**src/rtl/vsg_pkg.sv**
```systemverilog
// Shared definitions for the master sync generator.
// Assumes: output vector bit positions match the pol input bit order.
package vsg_pkg;
    localparam int SIG_VS   = 0;
    localparam int SIG_OE   = 1;
    localparam int SIG_FSEQ = 2;
    localparam int SIG_HSIG = 3;
    localparam int NUM_SIG  = 4;

    typedef logic [NUM_SIG-1:0] sig_vec_t;

    // Number of fields in the marker sequence for a select code.
    function automatic logic [3:0] seq_len(input logic [1:0] sel);
        case (sel)
            2'd0:    return 4'd4;
            2'd1:    return 4'd8;
            default: return 4'd12;
        endcase
    endfunction
endpackage

```
**src/rtl/vsg_line_timer.sv**
```systemverilog
// Horizontal counter: counts clock-enabled cycles along a line and
// flags each half-line boundary (position 0 and length/2).
// Assumes: both line lengths are even and fit in HW bits.
module vsg_line_timer #(
    parameter int HW      = 11,
    parameter int LINE_50 = 1728,
    parameter int LINE_60 = 1716
) (
    input  logic          clk,
    input  logic          rst_n,
    input  logic          ce,
    input  logic          std_60,
    output logic [HW-1:0] hcnt,
    output logic          half_tick
);
    logic [HW-1:0] line_len;
    logic [HW-1:0] half_len;
    logic          at_end;

    // Select the line length for the active standard.
    always_comb begin
        line_len  = std_60 ? HW'(LINE_60) : HW'(LINE_50);
        half_len  = line_len >> 1;
        at_end    = hcnt >= line_len - 1'b1;
        half_tick = ce && (at_end || hcnt == half_len - 1'b1);
    end

    // Advance the horizontal position, wrapping at the line end.
    always_ff @(posedge clk) begin
        if (!rst_n)
            hcnt <= '0;
        else if (ce)
            hcnt <= at_end ? '0 : hcnt + 1'b1;
    end


    line_wrap_chk: assert property (@(posedge clk) disable iff (!rst_n)
        (ce && hcnt >= line_len - 1'b1) |=> hcnt == '0);


    line_hold_chk: assert property (@(posedge clk) disable iff (!rst_n)
        !ce |=> $stable(hcnt));
endmodule

```
**src/rtl/vsg_field_timer.sv**
```systemverilog
// Vertical counter in half-line units, field parity and field-sequence
// counter. Shortened fields drop one half-line and freeze the sequence.
// Assumes: half_tick already includes the clock enable.
module vsg_field_timer #(
    parameter int VW      = 10,
    parameter int HALF_50 = 625,
    parameter int HALF_60 = 525
) (
    input  logic          clk,
    input  logic          rst_n,
    input  logic          half_tick,
    input  logic          std_60,
    input  logic          ilace,
    input  logic [1:0]    seq_sel,
    output logic [VW-1:0] hl,
    output logic          odd,
    output logic          seq_first
);
    import vsg_pkg::*;

    logic [VW-1:0] field_len;
    logic          field_end;
    logic          ilace_q;
    logic          restart;
    logic [3:0]    seq_cnt;
    logic [3:0]    seq_last;

    // Field length in half-lines and field-end / restart detection.
    always_comb begin
        field_len = (std_60 ? VW'(HALF_60) : VW'(HALF_50))
                    - {{(VW-1){1'b0}}, ~ilace};
        field_end = half_tick && (hl >= field_len - 1'b1);
        restart   = ilace && !ilace_q;
        seq_last  = seq_len(seq_sel) - 4'd1;
        seq_first = seq_cnt == 4'd0;
    end

    // Advance the half-line index, wrapping at the field end.
    always_ff @(posedge clk) begin
        if (!rst_n)
            hl <= '0;
        else if (half_tick)
            hl <= field_end ? '0 : hl + 1'b1;
    end

    // Remember the previous interlace select to spot its return.
    always_ff @(posedge clk) begin
        if (!rst_n)
            ilace_q <= 1'b0;
        else
            ilace_q <= ilace;
    end

    // Track field parity and position in the marker sequence.
    always_ff @(posedge clk) begin
        if (!rst_n || restart) begin
            seq_cnt <= 4'd0;
            odd     <= 1'b1;
        end else if (field_end && ilace) begin
            odd     <= ~odd;
            seq_cnt <= (seq_cnt >= seq_last) ? 4'd0 : seq_cnt + 4'd1;
        end
    end


    hl_step_chk: assert property (@(posedge clk) disable iff (!rst_n)
        (hl != $past(hl)) |-> $past(half_tick));


    parity_flip_chk: assert property (@(posedge clk) disable iff (!rst_n)
        (field_end && ilace && !restart) |=> odd != $past(odd));


    seq_hold_chk: assert property (@(posedge clk) disable iff (!rst_n)
        !ilace |=> $stable(seq_cnt));


    seq_restart_chk: assert property (@(posedge clk) disable iff (!rst_n)
        $rose(ilace) |=> (seq_cnt == 4'd0 && odd));
endmodule

```
**src/rtl/vsg_out_stage.sv**
```systemverilog
// Decodes the counters into the four timing signals, applies the
// composite-blank gating and the per-output polarity.
// Assumes: blank range bounds are half-line indices within the field.
module vsg_out_stage #(
    parameter int HW    = 11,
    parameter int VW    = 10,
    parameter int VS_50 = 5,
    parameter int VS_60 = 6
) (
    input  logic                   clk,
    input  logic                   rst_n,
    input  logic [HW-1:0]          hcnt,
    input  logic [VW-1:0]          hl,
    input  logic                   std_60,
    input  logic                   ilace,
    input  logic                   odd,
    input  logic                   seq_first,
    input  logic [HW-1:0]          hp_start,
    input  logic [HW-1:0]          hp_width,
    input  logic                   blank_en,
    input  logic [VW-1:0]          blank_lo,
    input  logic [VW-1:0]          blank_hi,
    input  logic [vsg_pkg::NUM_SIG-1:0] pol,
    output logic [vsg_pkg::NUM_SIG-1:0] sig_o
);
    import vsg_pkg::*;

    logic [HW:0]   hp_end;
    logic          hp_on;
    logic          in_blank;
    logic [VW-1:0] vs_len;
    sig_vec_t      act;

    // Window decodes for the horizontal pulse and the blank range.
    always_comb begin
        hp_end   = {1'b0, hp_start} + {1'b0, hp_width};
        hp_on    = ({1'b0, hcnt} >= {1'b0, hp_start}) && ({1'b0, hcnt} < hp_end);
        in_blank = blank_en && (hl >= blank_lo) && (hl <= blank_hi);
        vs_len   = std_60 ? VW'(VS_60) : VW'(VS_50);
    end

    // Logical (active-high) value of each timing signal.
    always_comb begin
        act[SIG_VS]   = hl < vs_len;
        act[SIG_OE]   = ilace ? ~odd : 1'b1;
        act[SIG_FSEQ] = seq_first;
        act[SIG_HSIG] = in_blank || hp_on;
    end

    // Per-output polarity inversion.
    for (genvar i = 0; i < NUM_SIG; i++) begin : g_pol
        assign sig_o[i] = act[i] ^ pol[i];
    end


    blank_hold_chk: assert property (@(posedge clk) disable iff (!rst_n)
        in_blank |-> sig_o[SIG_HSIG] == ~pol[SIG_HSIG]);


    zero_width_chk: assert property (@(posedge clk) disable iff (!rst_n)
        (hp_width == '0 && !in_blank) |-> sig_o[SIG_HSIG] == pol[SIG_HSIG]);


    oe_park_chk: assert property (@(posedge clk) disable iff (!rst_n)
        !ilace |-> sig_o[SIG_OE] == ~pol[SIG_OE]);
endmodule

```
**src/rtl/vsync_master_gen.sv**
```systemverilog
// Top of the master sync generator: line timer, field timer and
// output stage. All state is reset synchronously by rst_n.
// Assumes: line lengths are even; field lengths are odd half-line counts.
module vsync_master_gen #(
    parameter int HW      = 11,
    parameter int VW      = 10,
    parameter int LINE_50 = 1728,
    parameter int LINE_60 = 1716,
    parameter int HALF_50 = 625,
    parameter int HALF_60 = 525,
    parameter int VS_50   = 5,
    parameter int VS_60   = 6
) (
    input  logic          clk,
    input  logic          rst_n,
    input  logic          ce,
    input  logic          std_60,
    input  logic          ilace,
    input  logic [1:0]    seq_sel,
    input  logic [HW-1:0] hp_start,
    input  logic [HW-1:0] hp_width,
    input  logic          blank_en,
    input  logic [VW-1:0] blank_lo,
    input  logic [VW-1:0] blank_hi,
    input  logic [3:0]    pol,
    output logic          vs_o,
    output logic          oe_o,
    output logic          fseq_o,
    output logic          hsig_o
);
    import vsg_pkg::*;

    logic [HW-1:0] hcnt;
    logic          half_tick;
    logic [VW-1:0] hl;
    logic          odd;
    logic          seq_first;
    sig_vec_t      sig;

    vsg_line_timer #(.HW(HW), .LINE_50(LINE_50), .LINE_60(LINE_60)) u_line (
        .clk(clk), .rst_n(rst_n), .ce(ce), .std_60(std_60),
        .hcnt(hcnt), .half_tick(half_tick)
    );

    vsg_field_timer #(.VW(VW), .HALF_50(HALF_50), .HALF_60(HALF_60)) u_field (
        .clk(clk), .rst_n(rst_n), .half_tick(half_tick), .std_60(std_60),
        .ilace(ilace), .seq_sel(seq_sel), .hl(hl), .odd(odd),
        .seq_first(seq_first)
    );

    vsg_out_stage #(.HW(HW), .VW(VW), .VS_50(VS_50), .VS_60(VS_60)) u_out (
        .clk(clk), .rst_n(rst_n), .hcnt(hcnt), .hl(hl), .std_60(std_60),
        .ilace(ilace), .odd(odd), .seq_first(seq_first),
        .hp_start(hp_start), .hp_width(hp_width), .blank_en(blank_en),
        .blank_lo(blank_lo), .blank_hi(blank_hi), .pol(pol), .sig_o(sig)
    );

    // Route the polarity-adjusted vector to the named outputs.
    always_comb begin
        vs_o   = sig[SIG_VS];
        oe_o   = sig[SIG_OE];
        fseq_o = sig[SIG_FSEQ];
        hsig_o = sig[SIG_HSIG];
    end
endmodule

```
**config.mk**
```make
export PLATFORM = sky130hd
export DESIGN_NAME = vsync_master_gen
export DESIGN_NICKNAME = d
export VERILOG_FILES = /design/src/rtl/vsg_pkg.sv /design/src/rtl/vsg_line_timer.sv /design/src/rtl/vsg_field_timer.sv /design/src/rtl/vsg_out_stage.sv /design/src/rtl/vsync_master_gen.sv
export SDC_FILE = /design/constraint.sdc
export NUM_CORES = 1
export LEC_CHECK = 0
export BUFFER_PORTS_ARGS = -buffer_cell sky130_fd_sc_hd__buf_2
export CORE_MARGIN = 2
export CORE_UTILIZATION = 60
export DETAILED_ROUTE_END_ITERATION = 7
export HOLD_SLACK_MARGIN = 0.08
export PLACE_DENSITY = 0.85
export REMOVE_ABC_BUFFERS = 1
export SLEW_MARGIN = 25
export SYNTH_ARGS = -nofsm -noshare
export SYNTH_HDL_FRONTEND = slang
export SYNTH_HIERARCHICAL = 1
export SYNTH_SLANG_ARGS = --single-unit
export TNS_END_PERCENT = 1
```
**constraint.sdc**
```tcl
create_clock -name clk -period 8.8 [get_ports clk]
set_clock_uncertainty 0.05 [all_clocks]
set_input_delay 0.44 -clock clk [delete_from_list [all_inputs] [get_ports clk]]
set_output_delay 0.44 -clock clk [all_outputs]
set_load 0.01 [all_outputs]
```
## Word level (Yosys, flattened, before mapping)

Index checks and enable logic that the tools add are counted.
W data, S select, Z words.

- Register bits after elaboration: 27
- Latch bits: 0
- RAM bits: 0
- Memory bits (read-only): 0
- Bits of input ports: 54
- Output and inout bits: 4
- Logic and storage cells: 52
- Memories kept: 0

- Add/sub/neg operators: 9
- Multiply operators: 0
- Divide/modulo/power cells: 0
- $lt $le $gt $ge: 8
- Equal/unequal tests: 2
- Shifts and indexed selects: 0
- Mux-type cells: 8
- Bitwise operators: 6
- Reduce and logical (&&, ||, !) cells: 14

Operators by type and width:

| kind | count |
|---|---|
| $ge A11 B11 Y1 | 2 |
| $ge A10 B10 Y1 | 2 |
| $mux W7 | 2 |
| $add A11 B11 Y12 | 1 |
| $lt A11 B12 Y1 | 1 |
| $add A11 B1 Y11 const B | 1 |
| $eq A11 B11 Y1 | 1 |
| $mux W11 | 1 |
| $sub A10 B1 Y11 const B | 1 |
| $sub A11 B1 Y11 const B | 1 |
| $add A10 B1 Y10 const B | 1 |
| $le A10 B10 Y1 | 1 |
| $lt A10 B10 Y1 | 1 |
| $mux W10 | 1 |
| $sub A10 B1 Y10 | 1 |
| $sub A10 B1 Y10 const B | 1 |
| $pmux W4 S2 | 1 |
| $logic_and A1 B1 Y1 | 7 |
| $add A4 B1 Y4 const B | 1 |
| $ge A4 B4 Y1 | 1 |
| $logic_not A4 Y1 | 1 |
| $mux W4 | 1 |
| $sub A4 B1 Y4 const B | 1 |
| $xor A1 B1 Y1 | 4 |
| other kinds (7) | 11 |

## Longest topological paths before layout

Gate-level depths: netlist of the first run.

- Word-level depth: 7
- Gate-level depth with buffers: 16

## By module

Netlist of the first run, hierarchy kept.

By module, submodules not included:

| module | times used | cells an instance | area an instance (um^2) |
|---|---|---|---|
| vsg_out_stage | 1 | 202 | 1531.5 |
| vsg_field_timer | 1 | 125 | 1077.3 |
| vsg_line_timer | 1 | 72 | 615.6 |

## Worst setup path after synthesis of the first run

No wires, ideal clock.

- Path type: input port to output port
- From: input port hp_start[0]
- To: output port hsig_o
- Arrival: 3.147 ns
- Data required time: 8.310 ns
- Slack: 5.163 ns
- Stages: 16
- Cells stage by stage: ha_1 > fa_1 > a21o_1 > a21oi_2 > nor2b_1 > o21a_1 > o41ai_4 > nor2_1 > a311oi_1 > ha_1 > nand4_1 > nor2_1 > a21oi_1 > a211oi_1 > o21ai_1 > xor2_1

- Longest elaborated chain between the ends: 5
- Elaborated cells between the ends (all ways): 6
- Classes of those cells: add/sub: 1; order compare: 2; bitwise: 1; reduce/logical: 2

RTL lines:

| element | RTL line | RTL |
|---|---|---|
| from (decl) | vsync_master_gen.sv:20 | `input logic [HW-1:0] hp_start,` |
| $add A11 B11 Y12 | vsg_out_stage.sv:36 | `hp_end = {1'b0, hp_start} + {1'b0, hp_width};` |
| $lt A11 B12 Y1 | vsg_out_stage.sv:37 | `hp_on = ({1'b0, hcnt} >= {1'b0, hp_start}) && ({1'b0, hcnt} < hp_end);` |
| $logic_and A1 B1 Y1 * | vsg_out_stage.sv:37 |  |
| $logic_or A1 B1 Y1 * | vsg_out_stage.sv:47 | `act[SIG_HSIG] = in_blank \|\| hp_on;` |
| $xor A1 B1 Y1 * | vsg_out_stage.sv:52 | `assign sig_o[i] = act[i] ^ pol[i];` |
| to (decl) | vsync_master_gen.sv:29 | `output logic hsig_o` |

Mark *: on every way between the ends. The rest lies on a longest branch, timed or not.

## Worst setup path in the final report of the first run

Ends and elaborated chain as after synthesis.

==> results.yml, run 1 <==
status:
  status: "finished clean"
critical_path:
  cp_slowest_cell: "fa_1"
  max_stage_delay_ns: 0.40
  reg2reg_from: "u_line/hcnt[1]"
  crit_path_start_kind: "input pin"
  endpoint_kind: "output port"
  cp_cell_sequence: "buf_2, ha_1, fa_1, a21o_1, a21oi_2, nor2b_1, o21a_1, o41ai_4, nor2_1, a311oi_1, ha_1, nand4_1, nor2_1, a21oi_1, a211oi_1, o21ai_1, xor2_1, buf_2"
  required_ns: 8.31
  rr_endpoint: "u_field/hl[9]"
  rrSetupSlack_ns: 5.81
  r2r.worst_path.cells: 8
  crit_fanout: 3
  path_class: "in -> out"
  arrival_ns: 3.63
power_and_ir_drop:
  power.switching_uw: 94.6
  p_seq_share_pct: 42.9
  combPwrFrac_pct: 32.6
  ir_worst_vdd_mv: 0.0778
  pwr_density_cell_mw_per_mm2: 81.5
  pwr-share-clk_pct: 24.5
  cellLeakagePower_nw: 1.76
  switching_share_pct: 32.1
  p_int_uw: 200
layout:
  fin_area_sq_mm: 0.00362
  register_area_sq_um: 541
  diodes: 0
  fin_util_pct: 70.4
  final_cell_mix: "71 x ha_1, 57 x buf_2, 45 x inv_1"
  syn2layout_area_growth_pct: 12.1
  multi_input_area_sq_mm: 0.00248
  nFillCells: 452
  drive_gt1_share_pct: 16.0
  final_common_cell: "ha_1"
  final_nets: 583
clocking:
  ctsResizeCount: 0
  cts_setup_buffers: 0
  cts.sinks: 27
  numCtsBuffers: 3
  cts_hold_buf: 0
  clk_pin_slew_worst_paths_ns: 0.09
  clockBufferDepth: 2
  clk_latency_ns: 0.27
  cts_tree: "done"
  clockRootBuffer: "clkbuf_8"
  htreeDepth: 1
floorplan:
  die_h_microns: 77.3
  die_area_sq_mm: 0.00598
  start_util_pct: 62.7
  core-area_sq_mm: 0.00514
  die_x_microns: 77.3
  rows: 26
  ios: 58
yosys:
  synth_top_family_by_area: "adder cells"
  synth_edf_count: 0
  synth_xor_area_share_pct: 7.33
  yosys_warnings: 6
  synth_area_sq_mm: 0.00322
  netlist_instances: 399
  synthDistinctLibCells: 62
  synth-seq-area-share_pct: 16.8
  synth-seq-cells: 27
  muxShareOfSynthArea_pct: 0.621
  synth_top_flop_cell: "dfxtp_1"
  synth_compound_area_share_pct: 19.3
  syn_area_per_cell_sq_um: 8.08
  synthArstFlopShare_pct: 0
  synth_fa_ha_area_share_pct: 28.2
  yosys.area_share.simple_pct: 21.6
sta:
  min_period_ns: 4.12
  fmax_mhz: 243
  fin_crit_sh_pct: 46.9
  timing_hold_violations_final: 0
  max_slew_margin_pct: 54.5
  finalSetupViolations: 0
  rsz0062_at_grt: "false"
  drv_slew: 0
  setup_tns_ns: 0
  worst_slew_pin_slew_ns: 0.683
global_route:
  track_usage_pct: 26.6
  grt_antenna_before_repair: 0
  gr-total-overflow: 0
  grt_max_degree: 17
  grt_pass1_vias: 3146
  grt_pass1_wl_microns: 13400
routing:
  wirelength_microns: 7500
  ant_nets: 0
  drtIter0Drc: 201
  drc_errors: 0
  dr_total_vias: 3113
  via_per_inst: 5.92
  wl_per_cell_microns: 14.3
  drt-pass1-iter-count: 4
min_path:
  whs_endpoint: "u_line/hcnt[1]"
  min-delay-start: "ce"
  whs_path_depth: 3
  hold_class: "in -> reg"
placed_design:
  portBuffers: 57
  gp_congestion: 0.907
  dpl-instance-area_sq_mm: 0.00357
  dp_hpwl_microns: 5960
run:
  drv_cap: 0
routing by layer:
metal / up-vias / GRT usage (%) / share of wire [%]
met4: 0 / 7.68 / 1.1
met1: 1461 / 31.2 / 44
li1: 1553 / - / -
met3: 10 / 2.24 / 3.9
met2: 89 / 50.9 / 51
met5: - / 0 / 0
critical path: cells and delay by family:
| kind | cells | cell delay, ns |
|---|---|---|
| fa+ha+maj | 3 | 0.94 |
| buf+inv | 2 | 0.25 |
| xor+xnor | 1 | 0.14 |
| compound gates | 8 | 1.51 |
| simple gates | 4 | 0.34 |
state kept, by name, indices dropped and copies added (netlist names):
name	cells
u_field/ilace_q	1
u_field/seq_cnt	4
u_field/hl	10
u_line/hcnt	11
u_field/odd	1
power by group through the flow:
stage	Clock (mW)	Combinational (mW)	Sequential, mW
finish	0.0723	0.0961	0.126
global route	0.0792	0.109	0.127
CTS	0.0733	0.0955	0.126
detailed placement	0	0.0945	0.129
global placement	0	0.0888	0.129
floorplan	0	0.0632	0.128
area by class of cell:
class | instances | share of cell area [%]
tap | 70 | 2.42
inverter | 45 | 4.67
multi-input combinational | 323 | 68.7
clock buffer | 3 | 1.14
timing repair buffer | 57 | 7.89
sequential | 27 | 14.9
clock inverter | 1 | 0.208
cells in the mapped netlist, drive strengths merged, types with 3 or more instances:
cell type	instances	share of area, %
ha	71	28
inv	45	5.2
nor2	35	4.1
nand2	29	3.4
dfxtp	27	17
nand3	22	3.4
a21oi	20	3.3
o21ai	18	2.9
xor2	17	4.6
xnor2	10	2.7
nand4	9	1.7
nor3	8	1.2
a21boi	7	1.6
a21o	7	1.6
o211ai	7	1.8
nand2b	6	1.2
a211oi	5	1.3
nand4b	4	1.1
nor2b	4	0.78
nor3b	4	1.1
nor4	4	0.78
o21a	4	1.2
a2111oi	3	1.0
buf	3	0.81
cells by family after synthesis:
family / count (synthesis)
AND/OR/NAND/NOR: 137
AO/OA/AOI/OAI: 85
adder cells (fa/ha/maj): 72
buffers and inverters: 49
XOR/XNOR: 27
flip-flops: 27
multiplexers: 2
stage by stage:
stage          power (mW)  hold WS (ns)  setup WS (ns)  cells
2_1_floorplan       0.191         0.415           5.16    395
3_3_place_gp        0.218         0.436           4.89    522
6_report            0.295         0.429           4.68    526
5_1_grt             0.315         0.443           4.48    526
3_5_place_dp        0.224         0.446           4.69    522
4_1_cts             0.295         0.429           4.68    526
worst max-delay path by stage:
stage,startpoint,endpoint,slack (ns),depth (start not counted)
2_1_floorplan,hp_start[0],hsig_o,5.16,16
3_3_place_gp,hp_start[0],hsig_o,4.89,18
3_5_place_dp,hp_start[0],hsig_o,4.69,18
4_1_cts,hp_start[0],hsig_o,4.68,18
5_1_grt,hp_start[0],hsig_o,4.48,18
6_report,hp_start[0],hsig_o,4.68,18
Power figures use the tool's default switching activity.
==> run 2: changes to the inputs <==
--- a/config.mk
+++ b/config.mk
@@ -7,10 +7,10 @@
 export LEC_CHECK = 0
 export BUFFER_PORTS_ARGS = -buffer_cell sky130_fd_sc_hd__buf_2
 export CORE_MARGIN = 2
-export CORE_UTILIZATION = 60
+export CORE_UTILIZATION = 57
 export DETAILED_ROUTE_END_ITERATION = 7
 export HOLD_SLACK_MARGIN = 0.08
-export PLACE_DENSITY = 0.85
+export PLACE_DENSITY = 0.81
 export REMOVE_ABC_BUFFERS = 1
 export SLEW_MARGIN = 25
 export SYNTH_ARGS = -nofsm -noshare
==> constraint.sdc (replaced) <==
create_clock -name clk -period 4.2 [get_ports clk]
set_clock_uncertainty 0.05 [all_clocks]
set_input_delay 0.21 -clock clk [delete_from_list [all_inputs] [get_ports clk]]
set_output_delay 0.21 -clock clk [all_outputs]
set_load 0.01 [all_outputs]
==> run 2 against run 1 <==
Net effect:
- clock power increased by 110%
- setup slack got worse by 4.1 ns
- core utilization decreased by 4.2 points
- via count decreased by 1.6%
- power increased by 110%
==> results.yml, run 2 (same netlist as run 1, synthesis figures left out) <==
layout:
  largestRegisters: "u_line/hcnt (11), u_field/hl (10), u_field/seq_cnt (4)"
  final_common_cell: "ha_1"
  final_nets: 583
  finalNonFillerCells: 528
  final_cell_mix: "71 x ha_1, 57 x buf_2, 45 x inv_1"
  largest_reg_flops: 11
  syn2layout_area_growth_pct: 12.2
  drive_gt1_share_pct: 16.0
  fin_util_pct: 66.1
  largest-register: "u_line/hcnt"
  diodes: 0
  nFillCells: 477
clocking:
  cts_hold_buf: 0
  cts.sinks: 27
  htreeDepth: 1
  clockBufferDepth: 2
  ctsResizeCount: 0
  clk_latency_ns: 0.27
  numCtsBuffers: 3
  cts_setup_buffers: 0
  cts_tree: "done"
  clk_pin_slew_worst_paths_ns: 0.09
  clockRootBuffer: "clkbuf_8"
global_route:
  grt_antenna_before_repair: 0
  grt_max_degree: 17
  gr-total-overflow: 0
  grt_pass1_wl_microns: 12500
  track_usage_pct: 23.9
  grt_pass1_vias: 3057
sta:
  rsz0062_at_grt: "false"
  fin_crit_sh_pct: 86.1
  worst_slew_pin_slew_ns: 0.670
  setup_tns_ns: 0
  timing_hold_violations_final: 0
  finalSetupViolations: 0
  min_period_ns: 3.61
  whs_ns: 0.199
  max_slew_margin_pct: 55.4
  fmax_mhz: 277
  drv_slew: 0
status:
  status: "finished clean"
floorplan:
  ios: 58
  core-area_sq_mm: 0.00547
  rows: 27
  die_x_microns: 79.2
  die_h_microns: 79.2
  die_area_sq_mm: 0.00627
  start_util_pct: 58.9
critical_path:
  cp_cell_sequence: "buf_2, ha_1, fa_1, a21o_1, a21oi_2, nor2b_1, o21a_1, o41ai_4, nor2_1, a311oi_1, ha_1, nand4_1, nor2_1, a21oi_1, a211oi_1, o21ai_1, xor2_1, buf_2"
  max_stage_delay_ns: 0.41
  path_class: "in -> out"
  required_ns: 3.94
  cp_slowest_cell: "fa_1"
  rrSetupSlack_ns: 1.25
  crit_path_start_kind: "input pin"
  arrival_ns: 3.35
  crit_fanout: 3
  endpoint_kind: "output port"
routing:
  wl_per_cell_microns: 13.6
  dr_total_vias: 3063
  ant_nets: 0
  wirelength_microns: 7180
  via_per_inst: 5.80
  drc_errors: 0
  drt-pass1-iter-count: 4
  drtIter0Drc: 218
placed_design:
  place_inst: 524
  portBuffers: 57
  gp_congestion: 0.848
  dp_hpwl_microns: 5810
power_and_ir_drop:
  ir_worst_vdd_mv: 0.147
  pwr_density_cell_mw_per_mm2: 170
  cellLeakagePower_nw: 1.76
run:
  drv_cap: 0
min_path:
  hold_class: "in -> reg"
-- run 2: worst paths after layout --
check                     start                  to  depth (start not counted)
max                 hp_start[0]              hsig_o                         18
min                          ce      u_line/hcnt[1]                          3
max reg2reg      u_line/hcnt[1]       u_field/hl[5]                          8
min reg2reg  u_field/seq_cnt[1]  u_field/seq_cnt[1]                          2
-- run 2: cell type report --
type,instances,area (sq um),area share [%]
Clock inverter,1,7.51,0.207
Multi-Input combinational cell,323,2480,68.7
Inverter,45,169,4.67
Timing Repair Buffer,57,285,7.88
Clock buffer,3,41.3,1.14
Sequential cell,27,541,14.9
Tap cell,72,90.1,2.49
-- run 2: stage by stage --
step / power (mW) / setup slack (ns) / instance area [sq um]
6_report: 0.613 / 0.585 / 3620
5_1_grt: 0.655 / 0.380 / 3620
4_1_cts: 0.617 / 0.595 / 3620
3_5_place_dp: 0.467 / 0.608 / 3570
3_3_place_gp: 0.456 / 0.744 / 3570
2_1_floorplan: 0.401 / 1.02 / 3190
-- run 2: routing by layer --
layer | vias up | global-route usage [%] | wire [microns]
li1 | 1558 | - | -
met1 | 1417 | 27.2 | 3070
met2 | 78 | 47.7 | 3700
met3 | 10 | 1.59 | 332
met4 | 0 | 5.34 | 89
met5 | - | 0 | 0
-- run 2: critical path, delay by kind of cell --
family,cells,cell delay [ns]
and+or+nand+nor,4,0.38
buffers and inverters,2,0.25
xor gates and xnor gates,1,0.15
AOI/OAI and AO/OA,8,1.56
adders and majority gates,3,0.82
-- run 2: power breakdown --
group | leakage (nW) | switching [mW] | internal (mW)
clock | 0.0217 | 0.0836 | 0.0673
sequential | 0.218 | 0.00617 | 0.259
combinational | 1.52 | 0.105 | 0.0930
==> run 3: changes to the inputs <==
--- a/config.mk
+++ b/config.mk
@@ -9,9 +9,9 @@
 export CORE_MARGIN = 2
 export CORE_UTILIZATION = 57
 export DETAILED_ROUTE_END_ITERATION = 7
+export GPL_ROUTABILITY_DRIVEN = 0
 export HOLD_SLACK_MARGIN = 0.08
 export PLACE_DENSITY = 0.81
-export REMOVE_ABC_BUFFERS = 1
 export SLEW_MARGIN = 25
 export SYNTH_ARGS = -nofsm -noshare
 export SYNTH_HDL_FRONTEND = slang
==> run 3 against run 2 <==
Net effect:
- first-iteration DRC count decreased by 49%
- final cell count did not move
- fmax is 0.87% lower
==> results.yml, run 3 (same netlist as run 1, synthesis figures left out) <==
power_and_ir_drop:
  p_int_uw: 419
  combPwrFrac_pct: 32.0
  power.switching_uw: 194
  p_seq_share_pct: 43.3
  pwr_density_cell_mw_per_mm2: 169
  pwr-share-clk_pct: 24.8
  switching_share_pct: 31.7
  ir_worst_vdd_mv: 0.146
  p_total_uw: 613
  cellLeakagePower_nw: 1.76
critical_path:
  crit_fanout: 3
  cp_slowest_cell: "fa_1"
  required_ns: 3.94
  path_class: "in -> out"
  max_stage_delay_ns: 0.41
  cp_cell_sequence: "buf_2, ha_1, fa_1, a21o_1, a21oi_2, nor2b_1, o21a_1, o41ai_4, xor2_1, ha_1, o21ai_0, o21ai_0, o211ai_1, a211oi_1, o21ai_1, xor2_1, buf_2"
  arrival_ns: 3.39
  endpoint_kind: "output port"
  crit_path_start_kind: "input pin"
placed_design:
  dpl-instance-area_sq_mm: 0.00357
  dp_hpwl_microns: 5650
  portBuffers: 57
global_route:
  grt_pass1_wl_microns: 12200
  track_usage_pct: 22.8
  grt_antenna_before_repair: 0
  gr-total-overflow: 0
  grt_max_degree: 17
  grt_pass1_vias: 2924
clocking:
  cts_setup_buffers: 0
  numCtsBuffers: 3
  clockBufferDepth: 2
  clk_pin_slew_worst_paths_ns: 0.10
  cts_tree: "done"
  htreeDepth: 1
  cts_hold_buf: 0
  ctsResizeCount: 0
  cts.sinks: 27
  clk_latency_ns: 0.28
  clockRootBuffer: "clkbuf_8"
routing:
  via_per_inst: 5.68
  wirelength_microns: 6930
  drtIter0Drc: 112
  drc_errors: 0
  drt-pass1-iter-count: 4
  ant_nets: 0
  wl_per_cell_microns: 13.1
  dr_total_vias: 2999
floorplan:
  die_area_sq_mm: 0.00627
  die_x_microns: 79.2
  ios: 58
  die_h_microns: 79.2
  rows: 27
  core-area_sq_mm: 0.00547
  start_util_pct: 58.9
sta:
  timing_hold_violations_final: 0
  worst_slew_pin_slew_ns: 0.604
  max_slew_margin_pct: 59.7
  whs_ns: 0.198
  finalSetupViolations: 0
  fin_crit_sh_pct: 86.8
  min_period_ns: 3.65
  fmax_mhz: 274
  drv_slew: 0
  setup_tns_ns: 0
  rsz0062_at_grt: "false"
layout:
  diodes: 0
  largest-register: "u_line/hcnt"
  syn2layout_area_growth_pct: 12.2
  drive_gt1_share_pct: 16.0
  fin_util_pct: 66.1
  nFillCells: 503
  largest_reg_flops: 11
  final_cell_mix: "71 x ha_1, 57 x buf_2, 45 x inv_1"
  final_nets: 583
  fin_area_sq_mm: 0.00362
  largestRegisters: "u_line/hcnt (11), u_field/hl (10), u_field/seq_cnt (4)"
  final_common_cell: "ha_1"
run:
  drv_cap: 0
yosys:
  synth_nets: 525
min_path:
  hold_class: "in -> reg"
status:
  status: "finished clean"
## run 3: cell counts in the layout (fill, tap and decap cells not counted)
No cell type changed its count.
## run 3: metrics by stage
| step | setup slack (ns) | cells |
|---|---|---|
| 2_1_floorplan | 1.02 | 399 |
| 3_3_place_gp | 0.734 | 524 |
| 3_5_place_dp | 0.613 | 524 |
| 4_1_cts | 0.595 | 528 |
| 5_1_grt | 0.375 | 528 |
| 6_report | 0.554 | 528 |
## run 3: worst paths after layout
check / startpoint / end / slack [ns] / cells past startpoint
hold / removal: ce / u_line/hcnt[1] / 0.20 / 3
hold reg to reg: u_field/seq_cnt[1] / u_field/seq_cnt[1] / 0.46 / 2
setup reg to reg: u_line/hcnt[1] / u_field/hl[7] / 1.28 / 8
setup / recovery: hp_start[0] / hsig_o / 0.55 / 17
## run 3: cell type report
cell class	count	area [sq um]	share of cell area [%]
Inverter	45	169	4.67
Clock buffer	3	41.3	1.14
Clock inverter	1	7.51	0.207
Multi-Input combinational cell	323	2480	68.7
Timing Repair Buffer	57	285	7.88
Tap cell	72	90.1	2.49
Sequential cell	27	541	14.9
## run 3: per-layer routing
layer,global-route usage [%],vias to the layer above,routed length [microns]
li1,-,1550,-
met1,27.2,1397,3140
met2,44.9,50,3600
met3,1.48,2,179
met4,3.97,0,12
met5,0,-,0
## run 3: critical path, delay by kind of cell
| kind | cells | cell delay [ns] |
|---|---|---|
| compound gates | 9 | 1.64 |
| fa+ha+maj | 3 | 0.94 |
| xor+xnor | 2 | 0.27 |
| buf+inv | 2 | 0.25 |
| simple gates | 1 | 0.06 |
## run 3: power by group through the flow
| stage | clock, mW | combinational, mW | sequential (mW) |
|---|---|---|---|
| detailed placement | 0 | 0.196 | 0.271 |
| finish | 0.152 | 0.196 | 0.265 |
| floorplan | 0 | 0.134 | 0.269 |
| global placement | 0 | 0.186 | 0.271 |
| global route | 0.164 | 0.225 | 0.266 |
| CTS | 0.154 | 0.197 | 0.265 |
